--- src/rtl/rtc48_pkg.sv ---
// Shared encodings for the 48-bit always-on tick counter.
package rtc48_pkg;
    typedef enum logic [1:0] {
        SEQ_IDLE  = 2'd0,
        SEQ_ARMED = 2'd1,
        SEQ_BUMP  = 2'd2
    } seq_e;

    localparam logic [7:0] CMD_ARM       = 8'h40;
    localparam logic [7:0] CMD_ZERO      = 8'h80;
    localparam logic [7:0] CMD_ZERO_BUMP = 8'hC0;
    localparam logic [7:0] CMD_EXIT      = 8'h00;
endpackage

--- src/rtl/rtc48_seq.sv ---
// Control-write sequencer. It decodes the arm/zero command pair and the
// byte-setting mode, and produces a one-cycle clear and a per-byte bump mask.
// Assumes BYTES <= 6 so that the bump mask never reaches the command bits 7:6.
module rtc48_seq
    import rtc48_pkg::*;
#(
    parameter int BYTES = 6
) (
    input  logic             clk,
    input  logic             rst_n,
    input  logic             ctl_we,
    input  logic [7:0]       ctl_data,
    output logic             clr,
    output logic [BYTES-1:0] bump,
    output logic             incr_mode
);
    seq_e state_q, state_d;

    // Next state and command outputs for the current control write.
    always_comb begin
        state_d = state_q;
        clr     = 1'b0;
        bump    = '0;
        if (ctl_we) begin
            unique case (state_q)
                SEQ_IDLE: begin
                    if (ctl_data == CMD_ARM) state_d = SEQ_ARMED;
                end
                SEQ_ARMED: begin
                    if (ctl_data == CMD_ZERO) begin
                        clr     = 1'b1;
                        state_d = SEQ_IDLE;
                    end else if (ctl_data == CMD_ZERO_BUMP) begin
                        clr     = 1'b1;
                        state_d = SEQ_BUMP;
                    end else if (ctl_data == CMD_ARM) begin
                        state_d = SEQ_ARMED;
                    end else begin
                        state_d = SEQ_IDLE;
                    end
                end
                SEQ_BUMP: begin
                    if (ctl_data == CMD_EXIT) state_d = SEQ_IDLE;
                    else                      bump    = ctl_data[BYTES-1:0];
                end
                default: state_d = SEQ_IDLE;
            endcase
        end
    end

    // Sequencer state register, system reset domain.
    always_ff @(posedge clk) begin
        if (!rst_n) state_q <= SEQ_IDLE;
        else        state_q <= state_d;
    end

    assign incr_mode = (state_q == SEQ_BUMP);
endmodule

--- src/rtl/rtc48_count.sv ---
// Always-on counter. It advances by one per tick, zeroes on clr, and in
// byte-setting mode bumps the selected bytes with no inter-byte carry.
// Assumes clr and bump come from the same clock as tick.
module rtc48_count #(
    parameter int BYTES = 6,
    parameter int BW    = 8
) (
    input  logic                clk,
    input  logic                aon_rst_n,
    input  logic                tick,
    input  logic                clr,
    input  logic                incr_mode,
    input  logic [BYTES-1:0]    bump,
    output logic [BYTES*BW-1:0] cnt
);
    localparam int CNT_W = BYTES * BW;

    logic [CNT_W-1:0] cnt_q;
    logic [CNT_W-1:0] bumped;

    // Per-byte increment with no carry between bytes.
    for (genvar g = 0; g < BYTES; g++) begin : g_byte
        assign bumped[g*BW +: BW] = bump[g] ? cnt_q[g*BW +: BW] + BW'(1)
                                            : cnt_q[g*BW +: BW];
    end

    // Count register: clear, then byte setting, then normal ticks.
    always_ff @(posedge clk) begin
        if (!aon_rst_n)     cnt_q <= '0;
        else if (clr)       cnt_q <= '0;
        else if (incr_mode) cnt_q <= bumped;
        else if (tick)      cnt_q <= cnt_q + CNT_W'(1);
    end

    assign cnt = cnt_q;
endmodule

--- src/rtl/rtc48_snap.sv ---
// Snapshot holding bytes and the read multiplexer. A latch strobe copies the
// live count into the holding bytes. Reads see the holding bytes only, and
// any address past the last byte reads zero.
module rtc48_snap #(
    parameter int BYTES  = 6,
    parameter int BW     = 8,
    parameter int ADDR_W = 3
) (
    input  logic                clk,
    input  logic                rst_n,
    input  logic                snap_we,
    input  logic [BYTES*BW-1:0] live,
    input  logic [ADDR_W-1:0]   addr,
    output logic [BYTES*BW-1:0] hold,
    output logic [BW-1:0]       rdata
);
    logic [BYTES*BW-1:0] hold_q;

    // Holding bytes, system reset domain.
    always_ff @(posedge clk) begin
        if (!rst_n)       hold_q <= '0;
        else if (snap_we) hold_q <= live;
    end

    // Byte select for reads.
    always_comb begin
        rdata = '0;
        for (int i = 0; i < BYTES; i++) begin
            if (addr == ADDR_W'(i)) rdata = hold_q[i*BW +: BW];
        end
    end

    assign hold = hold_q;
endmodule

--- src/rtl/rtc_counter48.sv ---
// Top of the always-on tick counter. It decodes the register window
// (bytes 0..BYTES-1, control at BYTES) and ties together the sequencer,
// the counter and the snapshot. The count is reset only by aon_rst_n.
module rtc_counter48 #(
    parameter int BYTES  = 6,
    parameter int BW     = 8,
    parameter int ADDR_W = 3
) (
    input  logic              clk,
    input  logic              rst_n,
    input  logic              aon_rst_n,
    input  logic              tick,
    input  logic              wr_en,
    input  logic [ADDR_W-1:0] addr,
    input  logic [BW-1:0]     wdata,
    output logic [BW-1:0]     rdata
);
    localparam int CNT_W = BYTES * BW;
    localparam logic [ADDR_W-1:0] CTL_ADDR = ADDR_W'(BYTES);

    logic             snap_we, ctl_we, clr, incr_mode;
    logic [BYTES-1:0] bump;
    logic [CNT_W-1:0] cnt_q, hold_q;

    // Address decode, with writes masked during system reset.
    assign snap_we = wr_en && rst_n && (addr == '0);
    assign ctl_we  = wr_en && rst_n && (addr == CTL_ADDR);

    rtc48_seq #(.BYTES(BYTES)) u_seq (
        .clk       (clk),
        .rst_n     (rst_n),
        .ctl_we    (ctl_we),
        .ctl_data  (wdata[7:0]),
        .clr       (clr),
        .bump      (bump),
        .incr_mode (incr_mode)
    );

    rtc48_count #(.BYTES(BYTES), .BW(BW)) u_count (
        .clk       (clk),
        .aon_rst_n (aon_rst_n),
        .tick      (tick),
        .clr       (clr),
        .incr_mode (incr_mode),
        .bump      (bump),
        .cnt       (cnt_q)
    );

    rtc48_snap #(.BYTES(BYTES), .BW(BW), .ADDR_W(ADDR_W)) u_snap (
        .clk     (clk),
        .rst_n   (rst_n),
        .snap_we (snap_we),
        .live    (cnt_q),
        .addr    (addr),
        .hold    (hold_q),
        .rdata   (rdata)
    );
endmodule

--- config.mk ---
export PLATFORM = sky130hd
export DESIGN_NAME = rtc_counter48
export DESIGN_NICKNAME = d
export VERILOG_FILES = /design/src/rtl/rtc48_pkg.sv /design/src/rtl/rtc48_seq.sv /design/src/rtl/rtc48_count.sv /design/src/rtl/rtc48_snap.sv /design/src/rtl/rtc_counter48.sv
export SDC_FILE = /design/constraint.sdc
export NUM_CORES = 1
export LEC_CHECK = 0
export BUFFER_PORTS_ARGS = -buffer_cell sky130_fd_sc_hd__buf_2
export CORE_MARGIN = 5
export CORE_UTILIZATION = 60
export CTS_BUF_LIST = sky130_fd_sc_hd__clkbuf_4 sky130_fd_sc_hd__clkbuf_8
export DETAILED_ROUTE_END_ITERATION = 8
export HOLD_SLACK_MARGIN = 0.08
export PLACE_DENSITY = 0.78
export SYNTH_ARGS = -nofsm -noshare
export SYNTH_HDL_FRONTEND = slang
export SYNTH_HIERARCHICAL = 1
export SYNTH_SLANG_ARGS = --single-unit
--- constraint.sdc ---
create_clock -name clk -period 3.2 [get_ports clk]
set_input_delay 0.48 -clock clk [delete_from_list [all_inputs] [get_ports clk]]
set_output_delay 0.48 -clock clk [all_outputs]
set_load 0.01 [all_outputs]
Word level (Yosys, flattened, before mapping) --
Cells that the tools add are included.
Operators by class: add/subtract/negate cells 7, equal/unequal tests 19, muxes and demuxes 27, bitwise logic cells 1, reductions and logical operators 15
Operators by type and width (count):
- two-way mux 48 bit | 2
- two-way mux 8 bit | 12
- adder 48 x 1 -> 48 bit, second input constant | 1
- adder 8 x 1 -> 8 bit, second input constant | 6
- two-way mux 6 bit | 3
- == test 8 bit, second input constant | 2
- inequality test 2 x 1 -> 1 bit, second input constant | 8
- AND reduction 2 bit | 6
- == test 3 bit, second input constant | 3
- == test 8 x 7 -> 1 bit, second input constant | 1
- logical NOT 8 bit | 1
- two-way mux 2 bit | 4
- == test 3 x 2 -> 1 bit, second input constant | 2
- case mux 2 bit (3 select lines) | 1
- two-way mux 1 bit | 5
- == test 3 x 1 -> 1 bit, second input constant | 1
- logical AND 1 bit | 3
- logical NOT 3 bit | 1
- AND reduction 3 bit | 1
- == test 2 x 1 -> 1 bit, second input constant | 1
- == test 2 bit, second input constant | 1
- logical NOT 2 bit | 1
- nonzero test 2 bit | 1
- OR reduction 2 bit | 1
- inverter 1 bit | 1
Storage, ports and cells: flip-flop bits (word level) 98, input port bits 16, output and inout bits 8

Logic depth before layout (Yosys ltp) --
Gate-level depths: netlist of run 1.
depth after elaboration 7, gate-level depth with buffers 10, gate-level depth less buffers 8

By module --
The synthesis of run 1 kept the hierarchy.
By module, submodules not included:
- rtc48_count | instances 1, cells each 315, area each 2672.6 µm², sequential area each 960.9 µm²
- rtc48_snap | instances 1, cells each 206, area each 2326.0 µm², sequential area each 960.9 µm²
- rtc48_seq | instances 1, cells each 26, area each 215.2 µm², sequential area each 40.0 µm²
- rtc_counter48 | instances 1, cells each 4, area each 25.0 µm², sequential area each 0.0 µm²

Worst setup path after synthesis of run 1 --
OpenSTA, ideal clock, no wires.
path kind input to register, from input wdata[1], to register u_count.cnt_q[45], in the netlist u_count/cnt[45], library setup time 0.138 ns, arrival time 2.046 ns, required time 3.062 ns, path slack 1.017 ns, stages on the path 7, path buffers 2, path through or4_4 > nor4_2 > and4_1 > nand2b_1 > clkbuf_8 > clkbuf_1 > o221ai_1
On the way: longest elaborated chain between the ends 6, elaborated cells on any way between the ends 13, classes of those cells eq/ne: 3; mux: 7; reduce/logical: 3
RTL lines:
- start, declared | line rtc_counter48.sv:15 | input logic [BW-1:0] wdata,
- == test 8 bit | line rtc48_seq.sv:33 | end else if (ctl_data == CMD_ZERO_BUMP) begin
- two-way mux 1 bit | line rtc48_seq.sv:33
- two-way mux 1 bit * | line rtc48_seq.sv:30 | if (ctl_data == CMD_ZERO) begin
- two-way mux 1 bit * | line rtc48_seq.sv:25 | unique case (state_q)
- two-way mux 1 bit * | line rtc48_seq.sv:24 | if (ctl_we) begin
- named net clr | line rtc_counter48.sv:21 | logic snap_we, ctl_we, clr, incr_mode;
- OR reduction 2 bit (no line) *
- end signal, assigned | line rtc48_count.sv:31 | else if (incr_mode) cnt_q <= bumped;
- end signal, assigned | line rtc48_count.sv:32 | else if (tick) cnt_q <= cnt_q + CNT_W'(1);
- end, declared | line rtc48_count.sv:18 | logic [CNT_W-1:0] cnt_q;
Mark *: on every way through the listed nets, which the timed path passes. The rest lies on a longest branch. A chain may end at the register's enable or synchronous reset.

Worst setup path after layout of run 1 --
from register u_seq.state_q[1], to register u_count.cnt_q[30], in the netlist u_count/cnt[30]
On the way: longest elaborated chain between the ends 5, elaborated cells on any way between the ends 11, classes of those cells eq/ne: 3; mux: 5; reduce/logical: 3
RTL lines:
- start, declared | line rtc48_seq.sv:17 | seq_e state_q, state_d;
- start signal, assigned | line rtc48_seq.sv:54 | else state_q <= state_d;
- == test 2 bit * | line rtc48_seq.sv:57 | assign incr_mode = (state_q == SEQ_BUMP);
- named net incr_mode | line rtc_counter48.sv:21
- two-way mux 6 bit | line rtc48_seq.sv:25
- two-way mux 6 bit | line rtc48_seq.sv:24
- inequality test 2 x 1 -> 1 bit (no line)
- AND reduction 2 bit (no line)
Marks and branches as above.

==> metrics.cfg, run 1 <==
[pwr]
p_leak_nw = 1.89
finalPower_w = 0.00220
ir_drop_mv = 0.381
power.density_nw_per_um2 = 395

[place]
port_buffers = 23
gp_congestion = 0.864
dp_hpwl_um = 9060

[logic_synthesis]
yosysMostFrequentCell = dfxtp_1
syn_area_um2 = 5240
synth_edf_count = 0
synth_area_per_cell_um2 = 9.51
synth_ff_type = dfxtp_1
yosys.area.top_type = dfxtp_1
syn_nets = 573
yosys.cell_types.count = 72
synth_area_leaders = dfxtp_1, mux2i_1, nor2b_1
ys_seq_elements = 98
netlist.area_leader.share_pct = 37.4
yosys_warnings = 6
synthTopCellsByCount = dfxtp_1, mux2i_1, nor2b_1, nor2_1, a21oi_1
ys_seq_area_share_pct = 37.4
async_flop_share_pct = 0
synthesis.instances = 551

[drt]
wirelength_um = 12400
wl_per_cell_um = 18.2
drc = 0
drt_iter0_markers = 251
vias_per_cell = 6.23
first_pass_iters = 5
antenna_left = 0
vias = 4247

[global_routing]
grt_use_total_pct = 23.9
grt_max_degree = 52
gr-total-overflow = 0
grt_pass1_wl_um = 19800
antenna_found_initial = 0
first_global_vias = 3859

[floorplanning]
die_area_um2 = 10700
die_y_um = 103
coreArea_um2 = 8640
die_x_um = 103
num_rows = 34
io_pins = 24
start_util_pct = 60.7

[flow_run]
max_cap_violations = 0

[finish]
nNetsFinal = 591
fillers = 709
antennaDiodeCount = 0
area_delta_synth_final_pct = 6.26
drive_gt1_share_pct = 15.2

[clock_network]
path_clk_slew_ns = 0.10
cts_tree = built
clock_path_buffers = 2
insertion_delay_ns = 0.37
postCtsSetupBuffers = 0
cts.sinks = 98
cts_buffers = 9
cts_root_buf = clkbuf_8
h-tree-depth = 3
post_cts_resized = 0
hold_buffers = 0

[setup_path]
critPathKind = register to register
worstPathRequired_ns = 3.51
critPathCaptureType = register
path_max_fanout = 9
cp-start-kind = register
arrival_ns = 2.77

[sta]
max_freq_mhz = 406
skew_ns = 0.0149
fin_setup_tns_ns = 0
worstMarginPinSlew_ns = 0.735
fin_hold_ws_ns = 0.435
slew_headroom_pct = 50.4
fin_crit_ns = 2.46
rsz0062_at_grt = false
setup_viol = 0
finalCritPeriodShare_pct = 77.0
finalHoldViolCount = 0
slew_violations = 0

[hold_path]
hold_class = primary input to register

[outcome]
status = completed

==> cell families (layout without fill, tap and decap cells) <==
logic type / count (synthesis) / in the layout / synth area share, %
AND/OR/NAND/NOR: 220 / 220 / 26.0
AO/OA/AOI/OAI: 103 / 103 / 13.9
flip-flops: 98 / 98 / 37.4
multiplexers: 70 / 70 / 13.5
buffers and inverters: 37 / 60 / 4.90
XOR/XNOR: 17 / 17 / 2.84
adder cells (fa/ha/maj): 6 / 6 / 1.43
==> final timing paths <==
path                            depth (start not counted)                to             start  slack [ns]
worst min-delay path                                    3  u_seq/state_q[0]          wdata[7]        0.44
worst min register to register                          2    u_snap/hold[6]    u_snap/hold[6]        0.53
worst max-delay path                                    7   u_count/cnt[30]  u_seq/state_q[1]        0.74
worst max register to register                          7   u_count/cnt[30]  u_seq/state_q[1]        0.74
==> sequential cells by signal, indices dropped and copies added, names as in the netlist <==
| register | count |
|---|---|
| u_count/cnt | 48 |
| u_snap/hold | 48 |
| u_seq/state_q | 2 |
==> power breakdown <==
| part | switching [W] | leakage, nW | internal (W) | total (W) |
|---|---|---|---|---|
| logic | 0.0000767 | 0.994 | 0.0000505 | 0.000127 |
| clock network | 0.000463 | 0.102 | 0.000375 | 0.000838 |
| registers | 0.00000852 | 0.789 | 0.00122 | 0.00123 |
==> layout by cell type (no fill, tap or decap), types with 8 or more instances in the layout <==
cell type	n
xnor2_1	8
or3_1	16
o21ai_0	25
nand2_1	25
dfxtp_1	98
mux2i_1	65
clkbuf_8	9
nor2b_1	53
and3_1	9
nor2_1	35
inv_1	11
buf_4	9
buf_2	23
nand3_1	13
xor2_1	9
a21oi_1	27
nand4_1	10
==> routing by layer <==
| metal | share of wire (%) | GRT usage [%] |
|---|---|---|
| met4 | 2.0 | 6.37 |
| met5 | 0 | 0 |
| met1 | 44 | 31.3 |
| met3 | 4.6 | 3.69 |
| met2 | 49 | 40.8 |
==> per-stage QoR <==
| stage | utilization (%) | worst slack [ns] | cell area (µm²) | cells |
|---|---|---|---|---|
| 5_1_grt | 64.5 | 0.560 | 5570 | 682 |
| 2_1_floorplan | - | 1.02 | 5240 | 551 |
| 6_report | 64.5 | 0.737 | 5570 | 682 |
| 3_3_place_gp | 62.1 | 0.728 | 5360 | 666 |
| 4_1_cts | 64.5 | 0.757 | 5570 | 682 |
| 3_5_place_dp | 62.1 | 0.676 | 5360 | 666 |
==> area by class of cell <==
type / instances / area (µm²) / share of cell area (%)
Inverter: 12 / 50.0 / 0.899
Multi-Input combinational cell: 416 / 3030 / 54.4
Sequential cell: 98 / 1960 / 35.2
Tap cell: 108 / 135 / 2.43
Timing Repair Buffer: 32 / 183 / 3.28
Clock inverter: 7 / 83.8 / 1.51
Clock buffer: 9 / 124 / 2.23
==> worst max-delay path, cell delays in order, from the launching register on <==
cell	delay (ns)
dfxtp_1	0.36
nor2b_1	0.15
buf_4	0.16
nand2b_1	0.34
nor3_2	0.39
a41oi_1	0.35
or4_1	0.51
a21oi_1	0.15
Power figures use the tool's default switching activity.
==> inputs of run 2 (changes only) <==
Settings changed: CORE_UTILIZATION 60 to 58, PLACE_DENSITY 0.78 to 0.79.
Clock period 3.2 ns to 2.26 ns, I/O delays scaled along.
==> run 2 against run 1 <==
Compared with the run above: sequential share of layout area shrank 1.6 points; largest cell class unchanged; first-iteration DRC count grew 20%; final cell count grew 3.5%; clock skew shrank 0.0048 ns; combinational power grew 56%; die area grew 3.1%; routed wire length grew 0.92%.
==> metrics.cfg, run 2 (synthesis gave the netlist of run 1 again) <==
[outcome]
status = completed

[sta]
slew_violations = 0  ; unchanged
max_freq_mhz = 472  ; +16%
skew_ns = 0.0101  ; -0.00484 ns
finalHoldViolCount = 0  ; unchanged
slew_headroom_pct = 60.3  ; +9.9 points
finalCritPeriodShare_pct = 93.8  ; +17 points
rsz0062_at_grt = false
setup_viol = 0  ; unchanged
fin_crit_ns = 2.12  ; -0.344 ns
worstMarginPinSlew_ns = 0.588  ; -0.147 ns

[clock_network]
cts_buffers = 9  ; unchanged
insertion_delay_ns = 0.38  ; about the same
clock_path_buffers = 2  ; unchanged
h-tree-depth = 3  ; unchanged
cts_tree = built
hold_buffers = 0  ; unchanged
cts_root_buf = clkbuf_8
path_clk_slew_ns = 0.09  ; about the same
cts.sinks = 98  ; unchanged

[setup_path]
critPathMaxStageDelay_ns = 0.53  ; +0.02 ns
crit_family = simple AND/OR/NAND/NOR gates
cp-start-kind = register
arrival_ns = 2.42  ; -0.35 ns
critical_path.cell_chain = ha_1 -> and3_2 -> nor4b_4 -> a21oi_2 -> or4_1 -> a21oi_1
path_max_fanout = 8  ; -1
worstPathRequired_ns = 2.56  ; -0.95 ns
critPathCaptureType = register
critPathKind = register to register
cp_slowest_cell = or4_1
crit_buf_inv = 0  ; -1

[floorplanning]
io_pins = 24  ; unchanged
num_rows = 34  ; unchanged
die_area_um2 = 11000  ; +3.1%
coreArea_um2 = 8760  ; +1.5%
die_x_um = 105  ; +1.5%
start_util_pct = 59.8  ; -0.88 points
die_y_um = 105  ; +1.5%

[finish]
nNetsFinal = 615  ; +4.1%
drive_gt1_share_pct = 18.9  ; +3.7 points
fillers = 669  ; -5.6%
mostFrequentLayoutCells = dfxtp_1, mux2i_1, nor2b_1
final_common_cell = dfxtp_1
antennaDiodeCount = 0  ; unchanged
final_cell_count_no_fill = 706  ; +3.5%
fin_area_um2 = 5830  ; +4.7%
area_delta_synth_final_pct = 11.2
fin_util_pct = 66.5  ; +2.0 points

[global_routing]
antenna_found_initial = 0  ; unchanged
grt_use_total_pct = 22.3  ; -1.6 points
grt_pass1_wl_um = 20000  ; +1.2%
grt_max_degree = 52  ; unchanged
gr-total-overflow = 0  ; unchanged
first_global_vias = 4053  ; +5.0%

[hold_path]
hold_class = primary input to register

[pwr]
finalPower_w = 0.00326  ; +48%
power.density_nw_per_um2 = 559  ; +42%
ir_drop_mv = 0.318  ; -17%
p_leak_nw = 2.04  ; +8.2%

[drt]
vias_per_cell = 6.10  ; -2.0%
drt_iter0_markers = 302  ; +20%
wirelength_um = 12500  ; +0.92%
wl_per_cell_um = 17.7  ; -2.5%
antenna_left = 0  ; unchanged
vias = 4307  ; +1.4%
drc = 0  ; unchanged
first_pass_iters = 6  ; +1

[flow_run]
max_cap_violations = 0  ; unchanged

[place]
place_inst = 689  ; +3.5%
placed_area_um2 = 5570  ; +3.9%
gp_congestion = 0.975  ; +13%
dp_hpwl_um = 9140  ; +0.94%
port_buffers = 23  ; unchanged

[run 2: per-layer routing]
metal  share of wire, %  up-vias  track usage, %
li1                   -     2101               -
met1                 44     2017            29.2
met2                 46      151            35.9
met3                6.2       38            4.01
met4                3.7        0            9.50
met5                  0        -               0
[run 2: final cells by class]
class                           count  area, µm²  area share [%]
Clock buffer                       10        138            2.36
Clock inverter                      6       96.3            1.65
Inverter                           12       50.0           0.859
Multi-Input combinational cell    416       3050            52.3
Sequential cell                    98       1960            33.7
Tap cell                          108        135            2.32
Timing Repair Buffer               56        400            6.87
[run 2: where the power goes]
part | switching (W) | internal (W) | leakage (nW) | total, W
sequential | 0.0000122 | 0.00173 | 0.789 | 0.00174
combinational | 0.000111 | 0.0000863 | 1.14 | 0.000198
clock | 0.000646 | 0.000669 | 0.115 | 0.00132
total | 0.000770 | 0.00249 | 2.04 | 0.00326
[run 2: worst min-delay path, cell delays in order]
cell      delay, ns
buf_2          0.10
nand4b_1       0.11
a21oi_1        0.06
[run 2: per-stage QoR]
step	hold WS (ns)	setup TNS, ns	setup slack, ns
after floorplan	0.455	0	0.218
after global placement	0.479	-0.389	-0.0898
after detailed placement	0.504	-0.730	-0.137
after CTS	0.259	0	0.165
after global routing	0.287	0	0.0211
final	0.275	0	0.141
[run 2: final timing paths]
kind | start | end | slack, ns | cells past startpoint
setup / recovery | u_count/cnt[9] | u_count/cnt[44] | 0.14 | 6
hold / removal | wdata[7] | u_seq/state_q[0] | 0.28 | 3
setup reg to reg | u_count/cnt[9] | u_count/cnt[44] | 0.14 | 6
hold reg to reg | u_count/cnt[47] | u_count/cnt[47] | 0.52 | 2
[run 2: what timing repair did]
| action | CTS | global route |
|---|---|---|
| resized for setup | 0 | 3 |
| hold endpoints to repair | 0 | 0 |
| setup endpoints to repair | 0 | 3 |
| buffers inserted | 0 | 1 |
==> inputs of run 3 (changes only) <==
Settings changed: BUFFER_PORTS_ARGS -buffer_cell sky130_fd_sc_hd__buf_2 to unset, CTS_BUF_LIST sky130_fd_sc_hd__clkbuf_4 sky130_fd_sc_hd__clkbuf_8 to unset, DONT_BUFFER_PORTS set to 1, PLACE_DENSITY 0.79 to unset, PLACE_DENSITY_LB_ADDON set to 0.25.
==> run 3 against run 2 <==
Compared with the run above: clock power fell by 6%; utilization fell by 1.7 points; via count fell by 0.30%; routed wire length rose by 4.4%; final area fell by 2.6%; non-clock buffer count fell by 26; global-route usage rose by 1.2 points; combinational power fell by 29%; power fell by 4.0%; die area did not move; critical path depth fell by 1; final cell count fell by 3.8%.
==> metrics.cfg, run 3 (synthesis gave the netlist of run 1 again) <==
[setup_path]
timing.rr.end = u_count/cnt[25]
critical_path.cell_chain = nand4_2 -> nor4_1 -> nand4_1 -> or4_1 -> nand2_1
worstPathRequired_ns = 2.56  ; about the same
critPathCaptureType = register
path_max_fanout = 7  ; -1
ff2ff_path_depth = 5  ; -1
ff2ff_setup_slack_ns = 0.1  ; -0.04 ns
critPathKind = register to register
critPathMaxStageDelay_ns = 0.69  ; +0.16 ns
cp-start-kind = register
arrival_ns = 2.47  ; +0.05 ns
r2r_start = u_count/cnt[10]
cp_slowest_cell = nor4_1

[pwr]
p_leak_nw = 1.92  ; -5.7%
power_switching_w = 0.000704  ; -8.5%
p_sw_share_pct = 22.5  ; -1.1 points
p_int_w = 0.00242  ; -2.6%
power.density_nw_per_um2 = 551  ; -1.5%
clkPwrFrac_pct = 39.7  ; -0.7 points
combPwrFrac_pct = 4.5  ; -1.6 points
ir_drop_mv = 0.373  ; +17%
p_seq_share_pct = 55.8  ; +2.2 points

[sta]
finalCritPeriodShare_pct = 95.7  ; +1.9 points
finalHoldViolCount = 0  ; unchanged
max_freq_mhz = 462  ; -2.0%
slew_headroom_pct = 50.3  ; -9.9 points
worstMarginPinSlew_ns = 0.738  ; +0.150 ns
fin_setup_tns_ns = 0  ; unchanged
rsz0062_at_grt = false
fin_crit_ns = 2.16  ; +0.0439 ns
setup_viol = 0  ; unchanged
skew_ns = 0.00982  ; -0.000284 ns
slew_violations = 0  ; unchanged

[global_routing]
grt_pass1_wl_um = 21100  ; +5.1%
antenna_found_initial = 0  ; unchanged
first_global_vias = 4202  ; +3.7%
grt_use_total_pct = 23.4  ; +1.2 points
grt_max_degree = 53  ; +1.9%
gr-total-overflow = 0  ; unchanged

[drt]
drc = 0  ; unchanged
first_pass_iters = 5  ; -1
wirelength_um = 13100  ; +4.4%
antenna_left = 0  ; unchanged
vias_per_cell = 6.32  ; +3.7%
vias = 4294  ; -0.30%
wl_per_cell_um = 19.2  ; +8.6%
drt_iter0_markers = 228  ; -25%

[finish]
fillers = 735  ; +9.9%
multi_input_area_um2 = 3050  ; +0.21%
mostFrequentLayoutCells = dfxtp_1, mux2i_1, nor2b_1
register_area_um2 = 1960  ; +0.13%
final_common_cell = dfxtp_1
nNetsFinal = 589  ; -4.2%
area_delta_synth_final_pct = 8.41
antennaDiodeCount = 0  ; unchanged
drive_gt1_share_pct = 15.6  ; -3.3 points
final_cell_count_no_fill = 679  ; -3.8%

[floorplanning]
start_util_pct = 59.8  ; unchanged
die_y_um = 105  ; unchanged
die_x_um = 105  ; unchanged
die_area_um2 = 11000  ; unchanged
io_pins = 24  ; unchanged
coreArea_um2 = 8760  ; unchanged
num_rows = 34  ; unchanged

[hold_path]
hold_depth = 2  ; -1
worstHoldStart = rst_n
whs_endpoint = u_seq/state_q[0]
hold_class = primary input to register

[outcome]
status = completed

[place]
gp_congestion = 0.853  ; -12%
place_inst = 663  ; -3.8%
dp_hpwl_um = 9410  ; +2.9%
port_buffers = 0  ; -100%

[clock_network]
path_clk_slew_ns = 0.10  ; about the same
h-tree-depth = 3  ; unchanged
cts.sinks = 98  ; unchanged
cts_buffers = 9  ; unchanged
cts_root_buf = clkbuf_8
clock_path_buffers = 2  ; unchanged
cts_tree = built
insertion_delay_ns = 0.36  ; -0.02 ns

[flow_run]
max_cap_violations = 0  ; unchanged

## run 3: changes by cell type in the layout (fill, tap and decap cells not counted), moves of 2 or more
| cell | delta |
|---|---|
| dfxtp_1 | -2 |
| dfxtp_2 | +2 |
| buf_4 | -3 |
| buf_2 | -23 |
## run 3: cell type report
cell class	instances	area share (%)
Timing Repair Buffer	30	4.63
Inverter	12	0.881
Clock buffer	9	2.18
Tap cell	108	2.38
Sequential cell	98	34.6
Multi-Input combinational cell	416	53.8
Clock inverter	6	1.59
## run 3: critical path, delay by kind of cell, from the launching register on
family	cells	cell delay, ns
AND/OR/NAND/NOR	5	1.62
flip-flops	1	0.48
## run 3: worst max path at each step
stage	startpoint	endpoint	slack, ns
floorplan	wdata[1]	u_count/cnt[45]	0.22
global placement	u_seq/state_q[1]	u_count/cnt[21]	0.19
detailed placement	u_seq/state_q[1]	u_count/cnt[21]	0.12
CTS	u_seq/state_q[1]	u_count/cnt[21]	0.09
global route	u_seq/state_q[1]	u_count/cnt[13]	0.006
finish	u_count/cnt[10]	u_count/cnt[25]	0.1
## run 3: timing repair
action	4_1_cts	5_1_grt
hold buffers	0	0
endpoints found under the setup margin	0	10
gates resized for setup	0	7
buffers inserted	0	1
## run 3: per-layer routing
metal / global-route usage, % / routed length [µm] / vias up
met5: 0 / 0 / -
met4: 10.4 / 447 / 0
met3: 4.93 / 598 / 26
met2: 39.0 / 6380 / 140
met1: 29.1 / 5640 / 2080
li1: - / - / 2048
## run 3: power by group through the flow
stage	sequential, W	combinational (W)	clock, W
4_1_cts	0.00174	0.000139	0.00127
5_1_grt	0.00175	0.000149	0.00133
6_report	0.00175	0.000140	0.00124
3_5_place_dp	0.00179	0.000138	0
2_1_floorplan	0.00178	0.000135	0
3_3_place_gp	0.00178	0.000135	0
## run 3: per-stage QoR
| stage | power, W | utilization, % | setup slack (ns) | cell area (µm²) | hold slack [ns] |
|---|---|---|---|---|---|
| after floorplan | 0.00191 | - | 0.218 | 5240 | 0.455 |
| after global placement | 0.00192 | 62.0 | 0.191 | 5430 | 0.474 |
| after detailed placement | 0.00192 | 62.0 | 0.116 | 5430 | 0.477 |
| after CTS | 0.00315 | 64.4 | 0.0924 | 5650 | 0.0871 |
| after global routing | 0.00323 | 64.8 | 0.00585 | 5680 | 0.0833 |
| final | 0.00313 | 64.8 | 0.0971 | 5680 | 0.107 |
